$ cat config.mk
export PLATFORM = sky130hd
export DESIGN_NAME = fpla_core
export DESIGN_NICKNAME = d
export VERILOG_FILES = /design/src/rtl/fpla_pkg.sv /design/src/rtl/fpla_cfg_chain.sv /design/src/rtl/fpla_and_plane.sv /design/src/rtl/fpla_or_plane.sv /design/src/rtl/fpla_core.sv
export SDC_FILE = /design/constraint.sdc
export NUM_CORES = 1
export LEC_CHECK = 0
export BUFFER_PORTS_ARGS = -buffer_cell sky130_fd_sc_hd__clkbuf_2
export CORE_UTILIZATION = 40
export CTS_CLUSTER_SIZE = 30
export DETAILED_ROUTE_END_ITERATION = 8
export GPL_TIMING_DRIVEN = 0
export PLACE_DENSITY = 0.66
export RECOVER_POWER = 50
export SYNTH_ARGS = -nofsm -noshare
export SYNTH_HDL_FRONTEND = slang
export SYNTH_SLANG_ARGS = --single-unit
$ cat constraint.sdc
create_clock -name clk_i -period 1 [get_ports clk_i]
set_clock_uncertainty 0.1 [all_clocks]
set_input_delay 0.1 -clock clk_i [delete_from_list [all_inputs] [get_ports clk_i]]
set_output_delay 0.1 -clock clk_i [all_outputs]
set_load 0.005 [all_outputs]
$ cat src/rtl/fpla_pkg.sv
package fpla_pkg;
  function automatic int unsigned and_bits(int unsigned n_in, int unsigned n_pt);
    return n_pt * 2 * n_in;
  endfunction

  function automatic int unsigned or_bits(int unsigned n_pt, int unsigned n_out);
    return n_pt * n_out;
  endfunction

  function automatic int unsigned chain_len(int unsigned n_in, int unsigned n_pt,
                                            int unsigned n_out);
    return and_bits(n_in, n_pt) + or_bits(n_pt, n_out) + n_out;
  endfunction
endpackage

$ cat src/rtl/fpla_cfg_chain.sv
module fpla_cfg_chain #(
  parameter int unsigned LEN = 34
) (
  input  logic           clk_i,
  input  logic           rst_ni,
  input  logic           shift_i,
  input  logic           erase_i,
  input  logic           din_i,
  output logic [LEN-1:0] cfg_o
);
  logic [LEN-1:0] q;

  // erase wins over shift
  always_ff @(posedge clk_i or negedge rst_ni) begin
    if (!rst_ni)      q <= '1;
    else if (erase_i) q <= '1;
    else if (shift_i) q <= {din_i, q[LEN-1:1]};
  end

  assign cfg_o = q;
endmodule

$ cat src/rtl/fpla_and_plane.sv
module fpla_and_plane #(
  parameter int unsigned N_IN = 3,
  parameter int unsigned N_PT = 4
) (
  input  logic [N_IN-1:0]        in_i,
  input  logic [N_PT*2*N_IN-1:0] fuse_i,
  output logic [N_PT-1:0]        term_o
);
  localparam int unsigned ROW = 2 * N_IN;

  logic [ROW-1:0] lits;

  // even slot: true literal, odd slot: complement
  for (genvar i = 0; i < N_IN; i++) begin : g_lit
    assign lits[2*i]   = in_i[i];
    assign lits[2*i+1] = ~in_i[i];
  end

  for (genvar t = 0; t < N_PT; t++) begin : g_term
    assign term_o[t] = &(lits | ~fuse_i[t*ROW +: ROW]);
  end
endmodule

$ cat src/rtl/fpla_or_plane.sv
module fpla_or_plane #(
  parameter int unsigned N_PT  = 4,
  parameter int unsigned N_OUT = 2
) (
  input  logic [N_PT-1:0]       term_i,
  input  logic [N_PT*N_OUT-1:0] or_fuse_i,
  input  logic [N_OUT-1:0]      pol_fuse_i,
  input  logic                  force_zero_i,
  output logic [N_OUT-1:0]      out_o
);
  for (genvar o = 0; o < N_OUT; o++) begin : g_out
    logic [N_PT-1:0] col;
    logic            sum;

    for (genvar t = 0; t < N_PT; t++) begin : g_col
      assign col[t] = or_fuse_i[t*N_OUT + o];
    end

    assign sum      = |(term_i & col);
    // intact polarity link feeds 0 into the XOR
    assign out_o[o] = force_zero_i ? 1'b0 : (sum ^ ~pol_fuse_i[o]);
  end
endmodule

$ cat src/rtl/fpla_core.sv
module fpla_core #(
  parameter int unsigned N_IN  = 3,
  parameter int unsigned N_PT  = 4,
  parameter int unsigned N_OUT = 2
) (
  input  logic             clk_i,
  input  logic             rst_ni,
  input  logic             prog_en_i,
  input  logic             prog_data_i,
  input  logic             erase_i,
  input  logic [N_IN-1:0]  in_i,
  output logic [N_OUT-1:0] out_o
);
  localparam int unsigned AND_BITS = fpla_pkg::and_bits(N_IN, N_PT);
  localparam int unsigned OR_BITS  = fpla_pkg::or_bits(N_PT, N_OUT);
  localparam int unsigned CFG_LEN  = fpla_pkg::chain_len(N_IN, N_PT, N_OUT);

  logic [CFG_LEN-1:0] cfg_q;
  logic [N_PT-1:0]    term;

  fpla_cfg_chain #(.LEN(CFG_LEN)) u_chain (
    .clk_i   (clk_i),
    .rst_ni  (rst_ni),
    .shift_i (prog_en_i),
    .erase_i (erase_i),
    .din_i   (prog_data_i),
    .cfg_o   (cfg_q)
  );

  fpla_and_plane #(.N_IN(N_IN), .N_PT(N_PT)) u_and (
    .in_i   (in_i),
    .fuse_i (cfg_q[AND_BITS-1:0]),
    .term_o (term)
  );

  fpla_or_plane #(.N_PT(N_PT), .N_OUT(N_OUT)) u_or (
    .term_i       (term),
    .or_fuse_i    (cfg_q[AND_BITS +: OR_BITS]),
    .pol_fuse_i   (cfg_q[AND_BITS+OR_BITS +: N_OUT]),
    .force_zero_i (prog_en_i),
    .out_o        (out_o)
  );
endmodule

==> qor.yml, run 1 <==
outcome: "complete, but fails checks"
violations: "negative setup slack"
place_ws_ns: -0.3890
avgViaCountPerCell: 5.466
maxSlewHeadroom_pct: 45.23
synthArstFlopShare_pct: 100.0
max_freq_mhz: 600.8
switching_share_pct: 23.62
clock_path_buffers: 2
whs_ns: 0.1406
synth-edff-count: 0
via_count: 1208
yosysMostFrequentCell: "dfstp_2"
nets: 178
synth_area_leaders: "dfstp_2, a211o_1, nor2b_1, mux2i_1, nand4_1"
area_delta_synth_final_pct: 26.95
dr.pass1.iters: 4
fill_cells: 344
port_buffers: 5
rsz0062_at_grt: "true"
setup_ws_ns: -0.6646
drive_gt1_share_pct: 54.97
finalWirelength_mm: 3.647
yosysSeqAreaShare_pct: 52.42
finalPower_mw: 3.254
core_area_um2: 4058
cp-startpoint: "u_chain.cfg_o[15]"
endpoint: "out_o[0]"
switchingPower_mw: 0.7685
largest_reg_flops: 34
synth_top_area_share_pct: 52.42
initial_core_util_pct: 42.00
grt_max_degree: 35
endpoint_kind: "primary output"
worstPathMaxFanout: 3
grt_first_pass_wirelength_mm: 6.072
clockRootBuffer: "clkbuf_8"
arrival_ns: 1.46
cts_buffers: 5
drv_slew: 0
tightest_slew_ns: 0.8215
grt_antenna_before_repair: 0
synthFlopType: "dfstp_2"
p_per_area_nw_per_um2: 1504
fin_util_pct: 53.31
r2r_start: "u_chain.cfg_o[18]"
worstReg2RegEnd: "u_chain.cfg_o[18]"
synth_fp_nets: 152
globalplace.congestion: 0.8226
fin_crit_sh_pct: 166.5
ys_warn_count: 0
avgSynthCellArea_um2: 11.83
drc: 0
hp-class: "input port to flop"
hold_viol_final: 0
path_class: "flop to primary output"
seqPwrFrac_pct: 49.3
cp-start-kind: "flop"
routedWlPerCell_um: 16.50
dieArea_um2: 4525
drt_iter0_drc: 55
synth_common_cells: "dfstp_2, a211o_1, nor2b_1"
peakVddDrop_v: 0.001064
synth_area_um2: 1704
boundaryPins: 10
grt_pass1_vias: 1257
internal_power_mw: 2.485
r2r_cells: 4
layout_min_cycle_time_ns: 1.665
required_ns: 0.80
clock-sinks: 34
p_leak_nw: 0.8980
grt.overflow.total: 0
p_comb_share_pct: 15.0
clkTransAtPathRegs_ns: 0.07
synth.distinct_cells: 12
dp_hpwl_mm: 2.401
reg2reg_setup_slack_ns: -0.20
ys_ff_latch: 34
setup_viol: 14
htree_levels: 2
grt_use_total_pct: 18.81
ant_nets: 0
cap_violations: 0
yosysTopAreaCell: "dfstp_2"
p_clk_share_pct: 35.7
syn_inst: 144
fp.dieW_um: 67.27
die_h_um: 67.27
clock_latency_ns: 0.29
num_rows: 23
cts_tree: "done"
antenna_cells: 0
[kinds of logic (layout without fill, tap and decap cells)]
family / count (synthesis) / count (layout) / share of synthesized area (%)
simple gates: 50 / 50 / 18.35
flops: 34 / 34 / 52.42
compound gates: 32 / 32 / 16.45
mux: 14 / 14 / 8.223
buf+inv: 14 / 41 / 4.552
[critical path, cell delays in order, from the launching register on]
cell and delay [ns]:
dfstp_2 0.56, mux2i_2 0.08, nand4_1 0.10, nand4_1 0.12, mux2i_1 0.18, buf_2 0.13
[cell type report]
class	instances	area, µm²	share of cell area [%]
repair buffers	19	158.9	7.345
multi-input cells	96	860.8	39.79
plain buffers	14	77.57	3.586
clock buffers	8	110.1	5.090
flip-flops and latches	34	893.4	41.30
well taps	50	62.56	2.892
[per-stage QoR]
stage               instance area, µm²  TNS, ns  cells
global route                      2163   -2.365    221
CTS                               2058   -1.541    219
global placement                  1792   -2.821    199
finish                            2163   -1.761    221
detailed placement                1792   -3.711    199
floorplan                         1704  -0.3128    144
[how the worst min path moves through the flow]
stage	start	to	slack, ns	depth (start not counted)
after floorplan	rst_ni	u_chain.cfg_o[0]	-0.15	0
after global placement	prog_data_i	u_chain.cfg_o[33]	0.22	3
after detailed placement	prog_data_i	u_chain.cfg_o[33]	0.23	3
after CTS	erase_i	u_chain.cfg_o[9]	0.13	2
after global routing	prog_en_i	u_chain.cfg_o[7]	0.15	3
final	erase_i	u_chain.cfg_o[9]	0.14	2
[cell usage in the layout, fill, tap and decap left out]
| cell | count |
|---|---|
| dfstp_2 | 34 |
| buf_4 | 11 |
| mux2i_1 | 5 |
| nor2b_4 | 7 |
| nor2b_1 | 19 |
| dlygate4sd3_1 | 1 |
| buf_2 | 7 |
| clkbuf_1 | 4 |
| a211o_1 | 32 |
| clkbuf_2 | 3 |
| or2b_1 | 2 |
| nand2_1 | 2 |
| or2_2 | 2 |
| buf_6 | 7 |
| mux2i_4 | 3 |
| mux2i_2 | 6 |
| nor2b_2 | 6 |
| nand4_1 | 10 |
| clkbuf_8 | 8 |
| nand3b_1 | 2 |
[per-layer routing]
layer  part of all wire [%]  global-route usage, %  up-vias
met5                      0                      0        -
met3                    4.1                  5.068        4
met1                     46                  24.60      608
met4                    1.0                  6.383        0
met2                     49                  30.00       23
li1                       -                      -      573
[repair_timing]
| action | 4_1_cts | 5_1_grt |
|---|---|---|
| pin swaps | 14 | 3 |
| gates resized for setup | 14 | 24 |
| hold buffers | 1 | 0 |
| buffers inserted | 11 | 2 |
| setup endpoints to repair | 4 | 17 |
| hold endpoints to repair | 1 | 0 |
[power by group through the flow]
stage                     sequential [mW]  clock (mW)  combinational, mW
after floorplan                      1.59           0              0.263
after global placement               1.61           0              0.343
after detailed placement             1.61           0              0.357
after CTS                            1.59        1.21              0.439
after global routing                 1.62        1.26              0.534
final                                1.60        1.16              0.488
Note: power is estimated with default switching activity, not from simulation.
==> run 2, diff against run 1 <==
Settings changed: ABC_AREA set to 1, GPL_TIMING_DRIVEN 0 to not set, TNS_END_PERCENT set to 50.
==> run 2 against run 1 <==
The run still ends with negative setup slack left; combinational power rose by 21%; global-route usage rose by 0.26 points; final cell count rose by 36%; setup slack got worse by 0.17 ns; maximum frequency fell by 9.5%; highest routed layer unchanged.
==> qor.yml, run 2 <==
switchingPower_mw: 0.8825
critPathBufInv: 2
max_stage_delay_ns: 0.54
avgViaCountPerCell: 4.917
synth-edff-count: 0
ff_latch_area_um2: 893.4
fp.dieW_um: 67.11
dieArea_um2: 4503
cp-start-kind: "flop"
final_cells: 301
synthFlopType: "dfstp_2"
grt_antenna_before_repair: 0
die_h_um: 67.11
boundaryPins: 10
max_freq_mhz: 544.0
initial_core_util_pct: 42.08
ys_ff_latch: 34
grt.overflow.total: 0
num_rows: 23
yosysSeqAreaShare_pct: 52.69
yosysMostFrequentCell: "nand2_1"
final_cell_mix: "nand2_1, a21oi_1, buf_4, dfstp_2, inv_1"
cap_violations: 0
ant_nets: 0
p_leak_nw: 1.125
grt_pass1_vias: 1388
hp-class: "input port to flop"
via_count: 1480
clock_path_buffers: 2
clockRootBuffer: "clkbuf_8"
synth_area_leaders: "dfstp_2, nand2_1, a21oi_1, o21ai_2, inv_1"
nets: 258
yosysTopAreaCell: "dfstp_2"
largest_reg_flops: 34
cp-startpoint: "u_chain.cfg_o[10]"
endpoint_kind: "primary output"
arrival_ns: 1.64
routedWlPerCell_um: 12.83
drv_slew: 0
rsz0062_at_grt: "true"
worstPathMaxFanout: 2
drive_gt1_share_pct: 45.82
dr.pass1.iters: 4
seqPwrFrac_pct: 42.5
drt_iter0_drc: 105
p_per_area_nw_per_um2: 1668
fin_crit_sh_pct: 183.8
antenna_cells: 0
dp_cells: 291
p_comb_share_pct: 15.7
internal_power_mw: 2.875
switching_share_pct: 23.48
port_buffers: 9
synth_fp_nets: 214
clock-sinks: 34
grt_max_degree: 35
cts_tree: "done"
crit_chain: "inv_2 -> nor2_2 -> a21oi_2 -> nand3_1 -> nand2_2 -> o21ai_2 -> nand2_1 -> nor2_1 -> clkbuf_2"
maxSlewHeadroom_pct: 68.14
synth_common_cells: "nand2_1, a21oi_1, dfstp_2"
setup_ws_ns: -0.8384
layout_commonest_cell: "nand2_1"
drc: 0
post_cts_buffers: 0
setup_viol: 2
fill_cells: 379
hold_viol_final: 0
cts_buffers: 5
critPathTopFamily: "flip-flops"
layout_min_cycle_time_ns: 1.838
area_delta_synth_final_pct: 32.84
clock_latency_ns: 0.29
dp_hpwl_mm: 2.646
crit_path_top_delay_cell: "dfstp_2"
tightest_slew_ns: 0.4780
avgSynthCellArea_um2: 8.230
synth.distinct_cells: 18
grt_use_total_pct: 19.07
grt_first_pass_wirelength_mm: 6.230
finalPower_mw: 3.758
p_clk_share_pct: 41.8
finalWirelength_mm: 3.861
min_from: "prog_en_i"
syn_inst: 206
synth_area_um2: 1695
peakVddDrop_v: 0.0007605
required_ns: 0.80
globalplace.congestion: 0.7682
core_area_um2: 4029
multi_input_area_um2: 675.6
r2r_start: "u_chain.cfg_o[11]"
synth_top_area_share_pct: 52.69
htree_levels: 2
violations: "negative setup slack"
outcome: "complete, but fails checks"
path_class: "flop to primary output"
ys_warn_count: 0
synthArstFlopShare_pct: 100.0
clkTransAtPathRegs_ns: 0.07
timing.setup.tns_ns: -1.613
[run 2: cell count changes after synthesis, moves of 14 or more]
cell,change
nand2_1,+51
a21oi_1,+36
a211o_1,-32
nor2b_1,-32
inv_1,+22
mux2i_1,-14
o21ai_0,+14
[run 2: worst paths after layout]
kind	to	slack (ns)	depth (start not counted)
max	out_o[0]	-0.84	9
max in group asynchronous	u_chain.cfg_o[13]	0.13	3
max reg2reg	u_chain.cfg_o[11]	0.04	3
min reg2reg	u_chain.cfg_o[3]	0.38	2
min in group asynchronous	u_chain.cfg_o[25]	0.63	3
min	u_chain.cfg_o[0]	0.11	4
[run 2: power groups by stage]
| stage | registers [mW] | clock network (mW) | logic, mW |
|---|---|---|---|
| after floorplan | 1.61 | 0 | 0.295 |
| after global placement | 1.61 | 0 | 0.569 |
| after detailed placement | 1.62 | 0 | 0.577 |
| after CTS | 1.60 | 1.61 | 0.594 |
| after global routing | 1.61 | 1.68 | 0.655 |
| final | 1.60 | 1.57 | 0.589 |
[run 2: through the flow]
stage | instance area, µm² | utilization, % | hold WS (ns) | setup slack (ns)
detailed placement | 2083 | 51.71 | 0.1989 | -0.5056
floorplan | 1699 | - | -0.1478 | -0.3230
finish | 2252 | 55.90 | 0.1053 | -0.8384
global placement | 2083 | 51.71 | 0.1965 | -0.5133
global route | 2252 | 55.90 | 0.1154 | -0.9712
CTS | 2255 | 55.96 | 0.1033 | -0.8126
[run 2: logic make-up (layout without fill, tap and decap cells)]
logic type,Yosys count,in the layout,share of synthesized area [%]
AOI/OAI and AO/OA,63,63,21.11
buffers and inverters,36,81,8.782
DFF,34,34,52.69
and+or+nand+nor,73,73,17.42
[run 2: area by class of cell]
cell class / count / area share [%]
repair buffers: 49 / 17.22
clock buffers: 6 / 3.667
well taps: 50 / 2.778
clock inverters: 2 / 2.667
multi-input cells: 136 / 30.00
flip-flops and latches: 34 / 39.67
inverters: 24 / 4.000
[run 2: routing by layer]
metal | global-route usage, % | wire length, µm
met3 | 5.822 | 90
met4 | 7.447 | 41
met1 | 24.13 | 1850
met2 | 30.13 | 1878
met5 | 0 | 0
[run 2: worst min-delay path: stages]
cell and delay, ns:
clkbuf_2 0.11, buf_12 0.11, a21oi_1 0.05, o21ai_0 0.08
[run 2: timing repair]
action / in CTS / in global routing
gates resized for setup: 6 / 7
endpoints found under the hold margin: 35 / 0
hold buffers: 2 / 0
pin swaps: 7 / 10
setup endpoints to repair: 3 / 9
==> run 3, diff against run 2 <==
Settings changed: CORE_UTILIZATION 40 to 53, PLACE_DENSITY 0.66 to 0.82.
==> run 3 against run 2 <==
Core utilization increased by 13 points; register-to-register slack got worse by 0.02 ns; largest cell class unchanged; the flow still finishes with violations (negative setup slack); sequential share of layout area increased by 2.8 points; flip-flop and latch count unchanged; setup slack got worse by 0.032 ns.
==> qor.yml, run 3 (synthesis gave the netlist of run 2 again) <==
final_cells: 291
grt_max_degree: 35
setup_viol: 2
critPathTopFamily: "flip-flops"
max_stage_delay_ns: 0.55
initial_core_util_pct: 55.53
switchingPower_mw: 0.8412
maxSlewHeadroom_pct: 70.94
timing.setup.tns_ns: -1.729
tightest_slew_ns: 0.4359
dr.pass1.iters: 4
fin_crit_sh_pct: 187.0
whs_ns: 0.04829
hold_viol_final: 0
p_clk_share_pct: 27.4
crit_top_cell: "nor2_1"
grt_use_total_pct: 24.26
area_delta_synth_final_pct: 24.06
switching_share_pct: 28.33
internal_power_mw: 2.128
grt_antenna_before_repair: 0
clockRootBuffer: "clkbuf_4"
p_comb_share_pct: 18.8
rsz0062_at_grt: "true"
ant_nets: 0
avgViaCountPerCell: 5.086
violations: "negative setup slack"
hold_path_depth: 4
core_area_um2: 3053
p_leak_nw: 1.051
htree_levels: 2
port_buffers: 9
cp-start-kind: "flop"
seqPwrFrac_pct: 53.8
path_class: "flop to primary output"
largest_reg_flops: 34
clock_path_buffers: 2
outcome: "complete, but fails checks"
die_h_um: 58.56
crit_chain: "inv_2 -> o21ai_2 -> nor2_1 -> nand3_1 -> nand2_1 -> nor2_2 -> nor2_1 -> nor2_1 -> clkbuf_2"
drv_slew: 0
nets: 254
dp_cells: 281
drive_gt1_share_pct: 46.56
required_ns: 0.80
r2r_cells: 3
layout_min_cycle_time_ns: 1.870
peakVddDrop_v: 0.0008940
crit_path_top_delay_cell: "dfstp_2"
globalplace.congestion: 0.7963
fp.dieW_um: 58.56
finalWirelength_mm: 3.663
fill_cells: 240
critPathBufInv: 2
setup_ws_ns: -0.8702
via_count: 1480
critical_path_depth: 9
cts_tree: "done"
drt_iter0_drc: 88
finalPower_mw: 2.969
endpoint_kind: "primary output"
clkTransAtPathRegs_ns: 0.11
layout_commonest_cell: "nand2_1"
clock-sinks: 34
clock_latency_ns: 0.35
post_cts_buffers: 0
cap_violations: 0
num_rows: 20
boundaryPins: 10
drc: 0
final_cell_mix: "nand2_1, a21oi_1, dfstp_2"
dp_hpwl_mm: 2.539
arrival_ns: 1.67
dieArea_um2: 3429
cts_buffers: 5
routedWlPerCell_um: 12.59
grt.overflow.total: 0
place_ws_ns: -0.5121
p_per_area_nw_per_um2: 1412
grt_first_pass_wirelength_mm: 6.092
max_freq_mhz: 534.7
grt_pass1_vias: 1397
antenna_cells: 0
hp-class: "input port to flop"
worstPathMaxFanout: 2
## run 3: power groups by stage
stage	clock network (mW)	logic [mW]	registers [mW]
finish	0.813	0.557	1.60
global placement	0	0.526	1.61
detailed placement	0	0.537	1.62
floorplan	0	0.295	1.61
CTS	0.832	0.550	1.60
global route	0.891	0.624	1.61
## run 3: per-stage QoR
step,utilization (%),area (µm²)
2_1_floorplan,-,1699
3_3_place_gp,65.78,2008
3_5_place_dp,65.78,2008
4_1_cts,68.61,2095
5_1_grt,68.89,2103
6_report,68.89,2103
## run 3: worst paths after layout
check | start | endpoint | slack, ns
setup reg to reg | u_chain.cfg_o[5] | u_chain.cfg_o[4] | 0.02
hold reg to reg | u_chain.cfg_o[23] | u_chain.cfg_o[23] | 0.39
max in group asynchronous | rst_ni | u_chain.cfg_o[32] | 0.22
min in group asynchronous | rst_ni | u_chain.cfg_o[33] | 0.54
setup / recovery | u_chain.cfg_o[2] | out_o[1] | -0.87
hold / removal | erase_i | u_chain.cfg_o[1] | 0.05
## run 3: per-layer routing
| metal | global-route usage [%] | vias up | share of wire, % |
|---|---|---|---|
| li1 | - | 749 | - |
| met2 | 36.78 | 22 | 49 |
| met3 | 5.934 | 9 | 3.0 |
| met4 | 12.59 | 0 | 2.8 |
| met5 | 0 | - | 0 |
| met1 | 32.42 | 700 | 45 |
## run 3: worst register-to-register path: cells and delay by family, from the launching register on
family	cells	cell delay [ns]
AOI/OAI and AO/OA	2	0.13
DFF	1	0.56
buffers and inverters	1	0.11
## run 3: what timing repair did
item | 4_1_cts | 5_1_grt
hold endpoints to repair | 35 | 0
pin swaps | 5 | 14
endpoints found under the setup margin | 2 | 12
hold buffers | 2 | 0
cloned | 0 | 0
gates resized for setup | 3 | 16
## run 3: final cells by class
| type | instances | area (µm²) | area share, % |
|---|---|---|---|
| clock inverter | 1 | 5.005 | 0.2380 |
| tap | 44 | 55.05 | 2.617 |
| sequential | 34 | 893.4 | 42.47 |
| inverter | 24 | 90.09 | 4.283 |
| multi-input combinational | 136 | 684.4 | 32.54 |
| timing repair buffer | 45 | 320.3 | 15.23 |
| clock buffer | 7 | 55.05 | 2.617 |
